**config.mk**
```make
export PLATFORM = sky130hd
export DESIGN_NAME = rst_pulse_gen
export DESIGN_NICKNAME = d
export VERILOG_FILES = /design/src/rtl/rpg_pkg.sv /design/src/rtl/rpg_cause_merge.sv /design/src/rtl/rpg_hold_timer.sv /design/src/rtl/rpg_out_drv.sv /design/src/rtl/rst_pulse_gen.sv
export SDC_FILE = /design/constraint.sdc
export NUM_CORES = 1
export LEC_CHECK = 0
export ABC_CLOCK_PERIOD_IN_PS = 2470
export BUFFER_PORTS_ARGS = -buffer_cell sky130_fd_sc_hd__buf_2
export CORE_AREA = 2 2 39 41
export DETAILED_ROUTE_END_ITERATION = 10
export DIE_AREA = 0 0 41 43
export PLACE_DENSITY = 0.72
export SYNTH_ARGS = -nofsm -noshare
export SYNTH_HDL_FRONTEND = slang
export SYNTH_SLANG_ARGS = --single-unit
```
**constraint.sdc**
```tcl
create_clock -name clk -period 2.47 [get_ports clk]
set_clock_uncertainty 0.1 [all_clocks]
set_input_delay 0.247 -clock clk [delete_from_list [all_inputs] [get_ports clk]]
set_output_delay 0.247 -clock clk [all_outputs]
set_load 0.1 [all_outputs]
```
**src/rtl/rpg_pkg.sv**
```systemverilog
package rpg_pkg;
  typedef struct packed {
    logic supply;
    logic wdt;
    logic button;
  } cause_t;

  function automatic logic cause_any(input cause_t c);
    return c.supply | c.wdt | c.button;
  endfunction
endpackage

```
**src/rtl/rpg_cause_merge.sv**
```systemverilog
module rpg_cause_merge
  import rpg_pkg::*;
(
  input  logic   clk,
  input  logic   rst_n,
  input  cause_t causes,
  input  logic   thr_in,
  output logic   any_active,
  output logic   thr_out
);
  assign any_active = cause_any(causes);

  always_ff @(posedge clk or negedge rst_n) begin
    if (!rst_n) thr_out <= 1'b0;
    else        thr_out <= thr_in;
  end
endmodule

```
**src/rtl/rpg_hold_timer.sv**
```systemverilog
module rpg_hold_timer #(
  parameter int HOLD_MS = 250,
  parameter int CNT_W   = 10
) (
  input  logic clk,
  input  logic rst_n,
  input  logic any_active,
  input  logic tick,
  output logic hold_on
);
  localparam logic [CNT_W-1:0] LOAD = CNT_W'(HOLD_MS);

  logic [CNT_W-1:0] cnt_q, cnt_d;

  always_comb begin
    if (any_active)                 cnt_d = LOAD;
    else if (tick && cnt_q != '0)   cnt_d = cnt_q - 1'b1;
    else                            cnt_d = cnt_q;
  end

  // next-state view: reset may drop on the same edge the count hits zero
  assign hold_on = (cnt_d != '0);

  always_ff @(posedge clk or negedge rst_n) begin
    if (!rst_n) cnt_q <= LOAD;
    else        cnt_q <= cnt_d;
  end
endmodule

```
**src/rtl/rpg_out_drv.sv**
```systemverilog
module rpg_out_drv (
  input  logic clk,
  input  logic rst_n,
  input  logic assert_rst,
  output logic rst_hi,
  output logic rst_lo
);
  localparam int NPOL = 2;
  // index 0: active-high pin, index 1: active-low pin
  localparam logic [NPOL-1:0] INV = 2'b10;

  logic [NPOL-1:0] pin_q;

  genvar g;
  generate
    for (g = 0; g < NPOL; g++) begin : g_pol
      always_ff @(posedge clk or negedge rst_n) begin
        if (!rst_n) pin_q[g] <= ~INV[g];
        else        pin_q[g] <= assert_rst ^ INV[g];
      end
    end
  endgenerate

  assign rst_hi = pin_q[0];
  assign rst_lo = pin_q[1];
endmodule

```
**src/rtl/rst_pulse_gen.sv**
```systemverilog
module rst_pulse_gen #(
  parameter int HOLD_MS  = 250,
  parameter int HOLD_MAX = 1000
) (
  input  logic clk,
  input  logic rst_n,
  input  logic tick_ms,
  input  logic supply_fault,
  input  logic wdt_expired,
  input  logic button_held,
  input  logic thr_sel_i,
  output logic thr_sel_o,
  output logic sys_rst,
  output logic sys_rst_n
);
  import rpg_pkg::*;

  localparam int CNT_W = $clog2(HOLD_MAX + 1);

  cause_t causes;
  logic   any_active;
  logic   hold_on;

  assign causes = '{supply: supply_fault, wdt: wdt_expired, button: button_held};

  rpg_cause_merge u_merge (
    .clk        (clk),
    .rst_n      (rst_n),
    .causes     (causes),
    .thr_in     (thr_sel_i),
    .any_active (any_active),
    .thr_out    (thr_sel_o)
  );

  rpg_hold_timer #(.HOLD_MS(HOLD_MS), .CNT_W(CNT_W)) u_timer (
    .clk        (clk),
    .rst_n      (rst_n),
    .any_active (any_active),
    .tick       (tick_ms),
    .hold_on    (hold_on)
  );

  rpg_out_drv u_out (
    .clk        (clk),
    .rst_n      (rst_n),
    .assert_rst (any_active | hold_on),
    .rst_hi     (sys_rst),
    .rst_lo     (sys_rst_n)
  );
endmodule

```
==> results of run 1 <==
==> final cells by class <==
cell class                      instances  share of cell area, %
Inverter                                3                  1.431
Clock buffer                            4                  3.339
Timing Repair Buffer                   12                  9.221
Multi-Input combinational cell         49                  41.02
Sequential cell                        13                  42.45
Tap cell                               16                  2.544
==> through the flow <==
step / setup slack [ps] / area (um2) / hold WS (ps)
4_1_cts: 159.7 / 787.0 / 210.5
3_5_place_dp: 174.3 / 740.7 / 43.21
6_report: 174.5 / 787.0 / 211.4
5_1_grt: 12.76 / 787.0 / 231.0
3_3_place_gp: 208.2 / 740.7 / 42.95
2_1_floorplan: 287.9 / 671.9 / -148.6
==> kinds of logic (layout without fill, tap and decap cells) <==
logic type | count (synthesis) | after routing | share of synthesized area (%)
XOR/XNOR | 4 | 4 | 5.215
AND/OR/NAND/NOR | 31 | 31 | 27.93
AO/OA/AOI/OAI | 12 | 12 | 11.54
adder cells (fa/ha/maj) | 1 | 1 | 1.862
buffers and inverters | 4 | 19 | 2.234
multiplexers | 1 | 1 | 1.490
flip-flops | 13 | 13 | 49.72
==> cells in the final DEF (no fill, tap or decap), types with 2 or more instances in the layout <==
master and instances:
a21oi_1 5, dfrtp_1 6, nand2_1 3, inv_1 3, xnor2_1 3, dfstp_2 7, clkbuf_4 3, nor4_1 3
buf_2 9, nor3_1 4, nand2b_1 2, and2_1 2, dlygate4sd3_1 2, or3_1 2, nor2_1 7, o31ai_1 3
==> cells in the mapped netlist (2+ instances only) <==
cell type	count
a21oi_1	5
and2_1	2
dfrtp_1	6
dfstp_2	7
inv_1	3
nand2_1	3
nand2b_1	2
nor2_1	7
nor3_1	4
nor4_1	3
o31ai_1	3
or3_1	2
xnor2_1	3
==> sequential cells by signal, summed over array words and instances, names as in the netlist <==
| signal | count |
|---|---|
| u_merge.thr_out | 1 |
| u_out.rst_hi | 1 |
| u_out.rst_lo | 1 |
| u_timer.cnt_q | 10 |
==> worst paths after layout <==
path | depth (start not counted) | slack, ps | end
max | 5 | 170 | u_out.rst_hi$_DFF_PN1_
min | 4 | 210 | u_timer.cnt_q[7]$_DFF_PN1_
max reg2reg | 5 | 170 | u_out.rst_hi$_DFF_PN1_
min reg2reg | 2 | 500 | u_timer.cnt_q[6]$_DFF_PN1_
max in group asynchronous | 2 | 1710 | u_timer.cnt_q[4]$_DFF_PN1_
min in group asynchronous | 2 | 280 | u_timer.cnt_q[0]$_DFF_PN0_
==> metal layers <==
layer,GRT usage [%],vias up,share of wire (%)
li1,-,272,-
met1,26.17,271,43
met2,29.69,29,47
met3,3.141,7,6.6
met4,10.00,0,2.7
met5,0,-,0
==> where the power goes <==
group / internal (mW) / switching [mW] / total, mW
Sequential: 0.216 / 0.00128 / 0.217
Combinational: 0.0117 / 0.0195 / 0.0311
Clock: 0.0626 / 0.0672 / 0.130
Total: 0.290 / 0.0879 / 0.378
==> worst max-delay path: cells and delay by family, from the launching register on <==
kind | cells | cell delay (ps)
flip-flops | 1 | 420
AND/OR/NAND/NOR | 4 | 1490
multiplexers | 1 | 200
==> flow_summary_export.csv, run 1 <==
group,metric,value,unit
worst_setup_path,worstReg2RegStart,"u_timer.cnt_q[0]$_DFF_PN0_",
worst_setup_path,required,2560,ps
routing,routed_via_density,5.969,
synth,ys_seq_area_share,49.72,%
clocking,h-tree-depth,1,
worst_setup_path,start_kind,"register",
synth,ys_ff_latch,13,
timing,fmax,0.4356,GHz
synth,syn-instance-count,66,
floorplan,ios,10,
timing,hold_violations,0,
finish,nFillCells,119,
timing,post-route-period-util,92.94,%
global_route,antenna_found_initial,0,
power_and_ir_drop,power_density,480.0,mW/mm2
synth,synthFlopType,"dfstp_2",
clocking,post_cts_resized,0,
clocking,post_cts_buffers,0,
power_and_ir_drop,p_leak,0.3186,nW
timing,drv_slew,0,
place,dp_hpwl,1.007,mm
clocking,path_clk_slew,80,ps
place,place_congestion,0.8968,
clocking,cts_sinks,13,
finish,multi_input_area,322.8,um2
run,drv_cap,0,
floorplan,die_area,0.001763,mm2
timing,period_needed,2296,ps
finish,stdcell_count,97,
worst_setup_path,cp_cell_sequence,"or4b_4 > or3_4 > mux2i_1 > nand2b_1 > or4_1",
synth,syn-num-nets,74,
worst_setup_path,cp_max_fo,4,
finish,post-route-util,56.87,%
floorplan,start_util,48.55,%
synth,ys_async_sr_fraction,100.0,%
timing,slew_headroom,68.05,%
synth,yosysUniqueCellTypes,29,
clocking,cts_tree,"built",
floorplan,std_cell_rows,14,
hold_path,hold_path.class,"primary input to register",
routing,routedWlPerCell,13.68,um
synth,synth_edf_count,0,
routing,drt-initial-drc-count,12,
synth,synth_top_area_share,27.37,%
finish,area_delta_synth_final,17.13,%
power_and_ir_drop,power.total,0.3777,mW
routing,via_count,579,
run_status,status,"completed",
clocking,hold_buffers,2,
hold_path,min-delay-start,"supply_fault",
place,dp_cells,91,
synth,synth.area.top_cells,"dfstp_2 27%, dfrtp_1 22%, nor2_1 3.9%",
clocking,worstSkewPairLatency,270,ps
global_route,groute.usage.overall,19.74,%
global_route,grt_start_max_net_pins,14,
timing,setup_tns,0,ps
worst_setup_path,crit_type,"register to register",
timing,worst_pin_slew,482.6,ps
synth,syn-cell-area,671.9,um2
clocking,cts_made_buffers,3,
floorplan,fp.dieW,41,um
global_route,grt_pass1_vias,549,
global_route,grt_pass1_wl,2.325,mm
global_route,globalRouteOverflowTotal,0,
timing,rsz0062_at_grt,"no",
timing,setup_viol,0,
worst_setup_path,arrival,2390,ps
routing,firstDrtPassIters,4,
place,io_buffers,9,
finish,final_nets,90,
routing,antenna_left,0,
worst_setup_path,startpoint,"u_timer.cnt_q[0]$_DFF_PN0_",
floorplan,core,0.001384,mm2
worst_setup_path,crit_slowest_cell,"or4b_4",
finish,n_antenna_cell,0,
routing,wirelength,1.327,mm
synth,syn_avg_cell_area,10.18,um2
finish,regArea,334.1,um2
floorplan,dieHeight,43,um
worst_setup_path,max_stage_delay,570,ps
worst_setup_path,end_kind,"register",
clocking,cts.path.max_buffers,2,
clocking,cts_root_buffer,"clkbuf_4",
synth,yosysWarnings,0,
synth,synth_top_area_cell,"dfstp_2",
routing,drc_errors,0,
power_and_ir_drop,ir_drop,0.2787,mV
finish,drive_above_1_share,28.40,%
(Power assumes the default switching activity.)
==> inputs of run 2 (changes only) <==
--- a/config.mk
+++ b/config.mk
@@ -5,12 +5,12 @@
 export SDC_FILE = /design/constraint.sdc
 export NUM_CORES = 1
 export LEC_CHECK = 0
+export ABC_AREA = 1
 export ABC_CLOCK_PERIOD_IN_PS = 2470
 export BUFFER_PORTS_ARGS = -buffer_cell sky130_fd_sc_hd__buf_2
-export CORE_AREA = 2 2 39 41
+export CORE_UTILIZATION = 56
 export DETAILED_ROUTE_END_ITERATION = 10
-export DIE_AREA = 0 0 41 43
-export PLACE_DENSITY = 0.72
+export PLACE_DENSITY = 0.77
 export SYNTH_ARGS = -nofsm -noshare
 export SYNTH_HDL_FRONTEND = slang
 export SYNTH_SLANG_ARGS = --single-unit
==> flow_summary_export.csv, run 2 <==
group,metric,value,unit
timing,slew_headroom,59.15,%
timing,period_needed,1994,ps
clocking,worstSkewPairLatency,270,ps
clocking,cts_sinks,13,
finish,final_area,978.4,um2
synth,yosysUniqueCellTypes,23,
synth,ys_seq_area_share,38.25,%
timing,drv_slew,0,
global_route,grt_pass1_wl,2.863,mm
power_and_ir_drop,pwr-share-seq,55.9,%
hold_path,min_path_cells,3,
synth,syn-cell-area,873.3,um2
synth,synth_fa_ha_area_share,1.433,%
routing,firstDrtPassIters,6,
routing,drt-initial-drc-count,8,
finish,final_nets,146,
synth,synth_commonest_cells,"36 x nand2_1, 19 x inv_1, 16 x nand3_1, 16 x nor2_1, 7 x dfstp_2",
global_route,grt_pass1_vias,665,
place,dp_hpwl,1.327,mm
timing,setup_viol,0,
synth,syn_avg_cell_area,7.100,um2
worst_setup_path,arrival,2090,ps
routing,wirelength,1.679,mm
synth,synth_most_common_cell,"nand2_1",
synth,synth_top_area_share,21.06,%
power_and_ir_drop,p_int,0.2982,mW
place,place_congestion,0.8431,
floorplan,dieHeight,41.49,um
clocking,path_clk_slew,70,ps
power_and_ir_drop,switching_share,24.98,%
power_and_ir_drop,power.total,0.3975,mW
floorplan,core,0.001383,mm2
worst_setup_path,cp_max_fo,10,
run,drv_cap,0,
global_route,antenna_found_initial,0,
floorplan,die_area,0.001721,mm2
routing,routedWlPerCell,11.05,um
synth,synthXorXnorAreaFrac,1.003,%
finish,top_register,"u_timer.cnt_q",
finish,area_delta_synth_final,12.03,%
power_and_ir_drop,p_leak,0.5218,nW
clocking,h-tree-depth,1,
synth,yosysWarnings,0,
timing,post-route-period-util,80.72,%
synth,synth_edf_count,0,
worst_setup_path,cp_cell_sequence,"inv_1 > ha_1 > nand2_2 > nor2_4 > nand2_4 > nand2_8 > nand2_1 > nand2_1 > nor2_1 > nand2_1 > nor2_1 > nand2_1 > nor2_1",
worst_setup_path,end_kind,"register",
worst_setup_path,cp.depth,13,
synth,synth_top_area_cell,"dfstp_2",
worst_setup_path,timing.critical_path.mode_cell,"nand2_1",
power_and_ir_drop,combPwrFrac,13.1,%
place,detailedPlace.worstSlack,482.6,ps
synth,syn-num-nets,131,
timing,setup_tns,0,ps
clocking,cts_tree,"built",
worst_setup_path,critical_path.top_delay_family,"simple AND/OR/NAND/NOR gates",
finish,mostFrequentLayoutCells,"36 x nand2_1, 19 x inv_1, 16 x nor2_1, 16 x nand3_1, 9 x buf_2",
timing,rsz0062_at_grt,"no",
power_and_ir_drop,power_frac_clock,31.0,%
timing,fmax,0.5015,GHz
place,io_buffers,9,
clocking,cts.path.max_buffers,2,
synth,syn-instance-count,123,
hold_path,hold_path.class,"primary input to register",
floorplan,std_cell_rows,13,
synth,synth_compound_area_share,1.146,%
synth,synthMuxAreaShare,0,%
run_status,status,"completed",
worst_setup_path,crit_type,"register to register",
timing,hold_violations,0,
clocking,cts_root_buffer,"clkbuf_4",
synth,synthSimpleGateAreaFrac,48.57,%
finish,drive_above_1_share,24.09,%
finish,largest_reg_flops,10,
worst_setup_path,crit_slowest_cell,"dfstp_2",
routing,drc_errors,0,
worst_setup_path,cp_num_buf_inv,1,
worst_setup_path,max_stage_delay,550,ps
finish,layout_commonest_cell,"nand2_1",
worst_setup_path,reg2reg_depth,13,
global_route,grt_start_max_net_pins,14,
timing,worst_slack,476.2,ps
power_and_ir_drop,power_density,406.3,mW/mm2
power_and_ir_drop,ir_drop,0.3482,mV
place,placed_area,932.1,um2
floorplan,fp.dieW,41.49,um
clocking,post_cts_buffers,0,
clocking,cts_made_buffers,3,
global_route,groute.usage.overall,21.58,%
routing,routed_via_density,4.921,
worst_setup_path,start_kind,"register",
synth,synthFlopType,"dfstp_2",
finish,n_antenna_cell,0,
routing,antenna_left,0,
floorplan,start_util,63.17,%
floorplan,ios,10,
global_route,globalRouteOverflowTotal,0,
routing,via_count,748,
synth,ys_async_sr_fraction,100.0,%
worst_setup_path,required,2570,ps
synth,ys_ff_latch,13,
timing,worst_pin_slew,609.4,ps
power_and_ir_drop,p_sw,0.09930,mW
synth,synth_top_family_by_area,"simple AND/OR/NAND/NOR gates",
synth,synth.area.top_cells,"dfstp_2 21%, dfrtp_1 17%, nand2_1 15%",
## run 2: cells by family (layout without fill, tap and decap cells)
kind of cell | count (synthesis) | after routing
flops | 13 | 13
fa+ha+maj | 1 | 1
compound gates | 2 | 2
xor+xnor | 1 | 1
simple gates | 84 | 84
buf+inv | 22 | 36
## run 2: cell type report
class                      instances  area (um2)
clock buffer                       4       26.28
fill                             110       404.1
inverter                          21       78.83
multi-input combinational         88       455.4
sequential                        13       334.1
tap                               15       18.77
timing repair buffer              11       65.06
## run 2: worst register-to-register path, stage by stage, from the launching register on
cell	delay [ps]
dfstp_2	550
inv_1	50
ha_1	240
nand2_2	130
nor2_4	60
nand2_4	110
nand2_8	90
nand2_1	90
nand2_1	50
nor2_1	160
nand2_1	70
nor2_1	100
nand2_1	60
nor2_1	80
## run 2: worst paths after layout
| path | from | endpoint | slack (ps) |
|---|---|---|---|
| setup / recovery | u_timer.cnt_q[1]$_DFF_PN1_ | u_out.rst_lo$_DFF_PN0_ | 480 |
| hold / removal | button_held | u_timer.cnt_q[7]$_DFF_PN1_ | 170 |
| setup reg to reg | u_timer.cnt_q[1]$_DFF_PN1_ | u_out.rst_lo$_DFF_PN0_ | 480 |
| hold reg to reg | u_timer.cnt_q[1]$_DFF_PN1_ | u_timer.cnt_q[1]$_DFF_PN1_ | 430 |
| max in group asynchronous | rst_n | u_timer.cnt_q[1]$_DFF_PN1_ | 1690 |
| min in group asynchronous | rst_n | u_merge.thr_out$_DFF_PN0_ | 300 |
## run 2: per-stage QoR
stage / util, % / hold slack (ps) / instances
floorplan: - / -148.6 / 123
global placement: 67.42 / 35.63 / 146
detailed placement: 67.42 / 44.79 / 146
CTS: 70.77 / 163.3 / 152
global route: 70.77 / 174.4 / 152
finish: 70.77 / 168.4 / 152
## run 2: layer usage
| metal | share of wire (%) | vias to the layer above | track usage [%] | wire length, um |
|---|---|---|---|---|
| li1 | - | 411 | - | - |
| met1 | 51 | 324 | 31.36 | 854 |
| met2 | 45 | 11 | 33.13 | 760 |
| met3 | 3.0 | 2 | 2.609 | 51 |
| met4 | 0.71 | 0 | 7.742 | 12 |
| met5 | 0 | - | 0 | 0 |
## run 2: what timing repair did
item / 4_1_cts / 5_1_grt
endpoints found under the hold margin: 7 / 0
gates resized for setup: 0 / 0
hold buffers: 2 / 0
## run 2: power by group through the flow
stage / clock (mW) / sequential, mW / combinational, mW
final: 0.123 / 0.222 / 0.0519
after floorplan: 0 / 0.231 / 0.0291
after CTS: 0.131 / 0.222 / 0.0522
after global placement: 0 / 0.226 / 0.0486
after global routing: 0.137 / 0.223 / 0.0582
after detailed placement: 0 / 0.226 / 0.0496
==> inputs of run 3 (changes only) <==
--- a/config.mk
+++ b/config.mk
@@ -5,12 +5,13 @@
 export SDC_FILE = /design/constraint.sdc
 export NUM_CORES = 1
 export LEC_CHECK = 0
-export ABC_AREA = 1
-export ABC_CLOCK_PERIOD_IN_PS = 2470
+export ABC_AREA = 0
+export ABC_CLOCK_PERIOD_IN_PS = 2000
 export BUFFER_PORTS_ARGS = -buffer_cell sky130_fd_sc_hd__buf_2
-export CORE_UTILIZATION = 56
+export CORE_AREA = 2 2 39 41
 export DETAILED_ROUTE_END_ITERATION = 10
-export PLACE_DENSITY = 0.77
+export DIE_AREA = 0 0 41 43
+export PLACE_DENSITY = 0.72
 export SYNTH_ARGS = -nofsm -noshare
 export SYNTH_HDL_FRONTEND = slang
 export SYNTH_SLANG_ARGS = --single-unit
==> constraint.sdc (replaced) <==
create_clock -name clk -period 2 [get_ports clk]
set_clock_uncertainty 0.1 [all_clocks]
set_input_delay 0.2 -clock clk [delete_from_list [all_inputs] [get_ports clk]]
set_output_delay 0.2 -clock clk [all_outputs]
set_load 0.1 [all_outputs]
==> flow_summary_export.csv, run 3 (synthesis gave the netlist of run 1 again) <==
group,metric,value,unit
finish,nFillCells,94,
place,io_buffers,9,
timing,drv_slew,0,
floorplan,ios,10,
floorplan,start_util,48.55,%
clocking,path_clk_slew,80,ps
timing,post-route-period-util,107.2,%
finish,area_delta_synth_final,48.04,%
timing,rsz0062_at_grt,"yes",
worst_setup_path,required,2100,ps
global_route,globalRouteOverflowTotal,0,
worst_setup_path,cp_max_fo,3,
routing,routed_via_density,5.610,
run_status,status,"finished, violations left",
worst_setup_path,startpoint,"u_timer.cnt_q[1]$_DFF_PN1_",
floorplan,fp.dieW,41,um
routing,routedWlPerCell,14.45,um
hold_path,hold_path.class,"primary input to register",
global_route,groute.usage.overall,26.35,%
routing,wirelength,1.705,mm
timing,fmax,0.4664,GHz
clocking,cts_tree,"built",
finish,layout_commonest_cell,"buf_4",
routing,via_count,662,
worst_setup_path,crit_type,"register to register",
run,drv_cap,0,
power_and_ir_drop,power_density,484.3,mW/mm2
finish,final_area,994.7,um2
global_route,grt_pass1_vias,694,
finish,drive_above_1_share,50.00,%
clocking,h-tree-depth,1,
worst_setup_path,max_stage_delay,530,ps
place,place_congestion,0.8841,
clocking,cts_sinks,13,
global_route,grt_pass1_wl,3.063,mm
routing,drc_errors,0,
power_and_ir_drop,power.total,0.4817,mW
finish,n_antenna_cell,0,
timing,worst_pin_slew,483.2,ps
worst_setup_path,critical_path.top_delay_family,"simple AND/OR/NAND/NOR gates",
finish,mostFrequentLayoutCells,"22 x buf_4, 9 x buf_2, 7 x nor2_1, 7 x dfstp_2, 6 x dfrtp_1",
clocking,cts_made_buffers,3,
place,dp_hpwl,1.199,mm
hold_path,min_path_cells,4,
finish,final_nets,111,
routing,antenna_left,0,
floorplan,core,0.001384,mm2
global_route,grt_start_max_net_pins,14,
timing,worst_slack,-144.1,ps
timing,slew_headroom,68.01,%
finish,multi_input_area,372.9,um2
worst_setup_path,worstReg2RegStart,"u_timer.cnt_q[1]$_DFF_PN1_",
timing,fin_hold_ws,182.5,ps
floorplan,die_area,0.001763,mm2
timing,hold_violations,0,
finish,largest_reg_flops,10,
worst_setup_path,cp_num_buf_inv,0,
routing,drt-initial-drc-count,7,
floorplan,dieHeight,43,um
routing,firstDrtPassIters,4,
floorplan,std_cell_rows,14,
power_and_ir_drop,p_leak,0.4167,nW
finish,top_register,"u_timer.cnt_q",
power_and_ir_drop,ir_drop,0.4187,mV
worst_setup_path,cp_cell_sequence,"or4b_4 > or3_4 > mux2i_2 > nand2b_1 > or4_4",
worst_setup_path,end_kind,"register",
worst_setup_path,arrival,2240,ps
worst_setup_path,reg2reg_setup_slack,-140,ps
finish,regArea,334.1,um2
hold_path,hold_end,"u_timer.cnt_q[5]$_DFF_PN1_",
clocking,cts.path.max_buffers,2,
global_route,antenna_found_initial,0,
worst_setup_path,start_kind,"register",
worst_setup_path,reg2reg_depth,5,
worst_setup_path,crit_slowest_cell,"or4b_4",
place,placed_area,883.3,um2
run_status,violations,"negative setup slack",
timing,setup_viol,2,
clocking,cts_root_buffer,"clkbuf_4",
timing,setup_tns,-158.2,ps
clocking,worstSkewPairLatency,280,ps
worst_setup_path,timing.rr.end,"u_out.rst_hi$_DFF_PN1_",
hold_path,min-delay-start,"button_held",
timing,period_needed,2144,ps
run 3: cell count changes in the layout (fill, tap and decap cells not counted), moves of 3 or more:
cell | before | now
buf_4 | 0 | 22
nand2_1 | 36 | 2
nor2_1 | 16 | 7
o31ai_1 | 0 | 3
inv_1 | 19 | 3
a21oi_1 | 1 | 5
nand3_2 | 3 | 0
nand3_1 | 16 | 0
run 3: final cells by class:
type                            instances  area share, %
Multi-Input combinational cell         49          37.48
Sequential cell                        13          33.58
Timing Repair Buffer                   33          23.14
Clock buffer                            4          2.642
Tap cell                               16          2.013
Inverter                                3          1.132
run 3: where the power goes:
group	total [mW]	internal, mW	switching, mW	leakage (nW)
sequential	0.268	0.266	0.00141	0.155
clock	0.164	0.0775	0.0869	0.0150
combinational	0.0498	0.0214	0.0284	0.247
run 3: how the worst max path moves through the flow:
stage	slack, ps	endpoint	cells after the start
after floorplan	-130	u_out.rst_hi$_DFF_PN1_	5
after global placement	-130	u_out.rst_hi$_DFF_PN1_	7
after detailed placement	-180	u_out.rst_hi$_DFF_PN1_	7
after CTS	-120	u_out.rst_hi$_DFF_PN1_	5
after global routing	-200	u_out.rst_hi$_DFF_PN1_	5
final	-140	u_out.rst_hi$_DFF_PN1_	5
run 3: metal layers:
| metal | part of all wire [%] | GRT usage (%) | wire length [um] | up-vias |
|---|---|---|---|---|
| li1 | - | - | - | 315 |
| met1 | 44 | 33.89 | 754 | 323 |
| met2 | 49 | 40.00 | 832 | 17 |
| met3 | 3.2 | 4.712 | 55 | 7 |
| met4 | 3.7 | 14.00 | 63 | 0 |
| met5 | 0 | 0 | 0 | - |
run 3: worst reg2reg max path, stage by stage (launching register included):
cell	delay (ps)
dfstp_2	380
or4b_4	530
or3_4	350
mux2i_2	200
nand2b_1	90
or4_4	410
run 3: repair_timing:
item	CTS	global route
setup endpoints to repair	3	4
hold buffers	2	0
endpoints found under the hold margin	14	0
pin swaps	4	1
gates resized for setup	5	4
buffers inserted	3	1
cloned	0	0
run 3: metrics by stage:
stage / worst slack (ps) / std cells / utilization (%)
after floorplan: -131.4 / 66 / -
after global placement: -130.3 / 110 / 63.83
after detailed placement: -177.1 / 110 / 63.83
after CTS: -117.0 / 119 / 70.98
after global routing: -198.2 / 118 / 71.88
final: -144.1 / 118 / 71.88
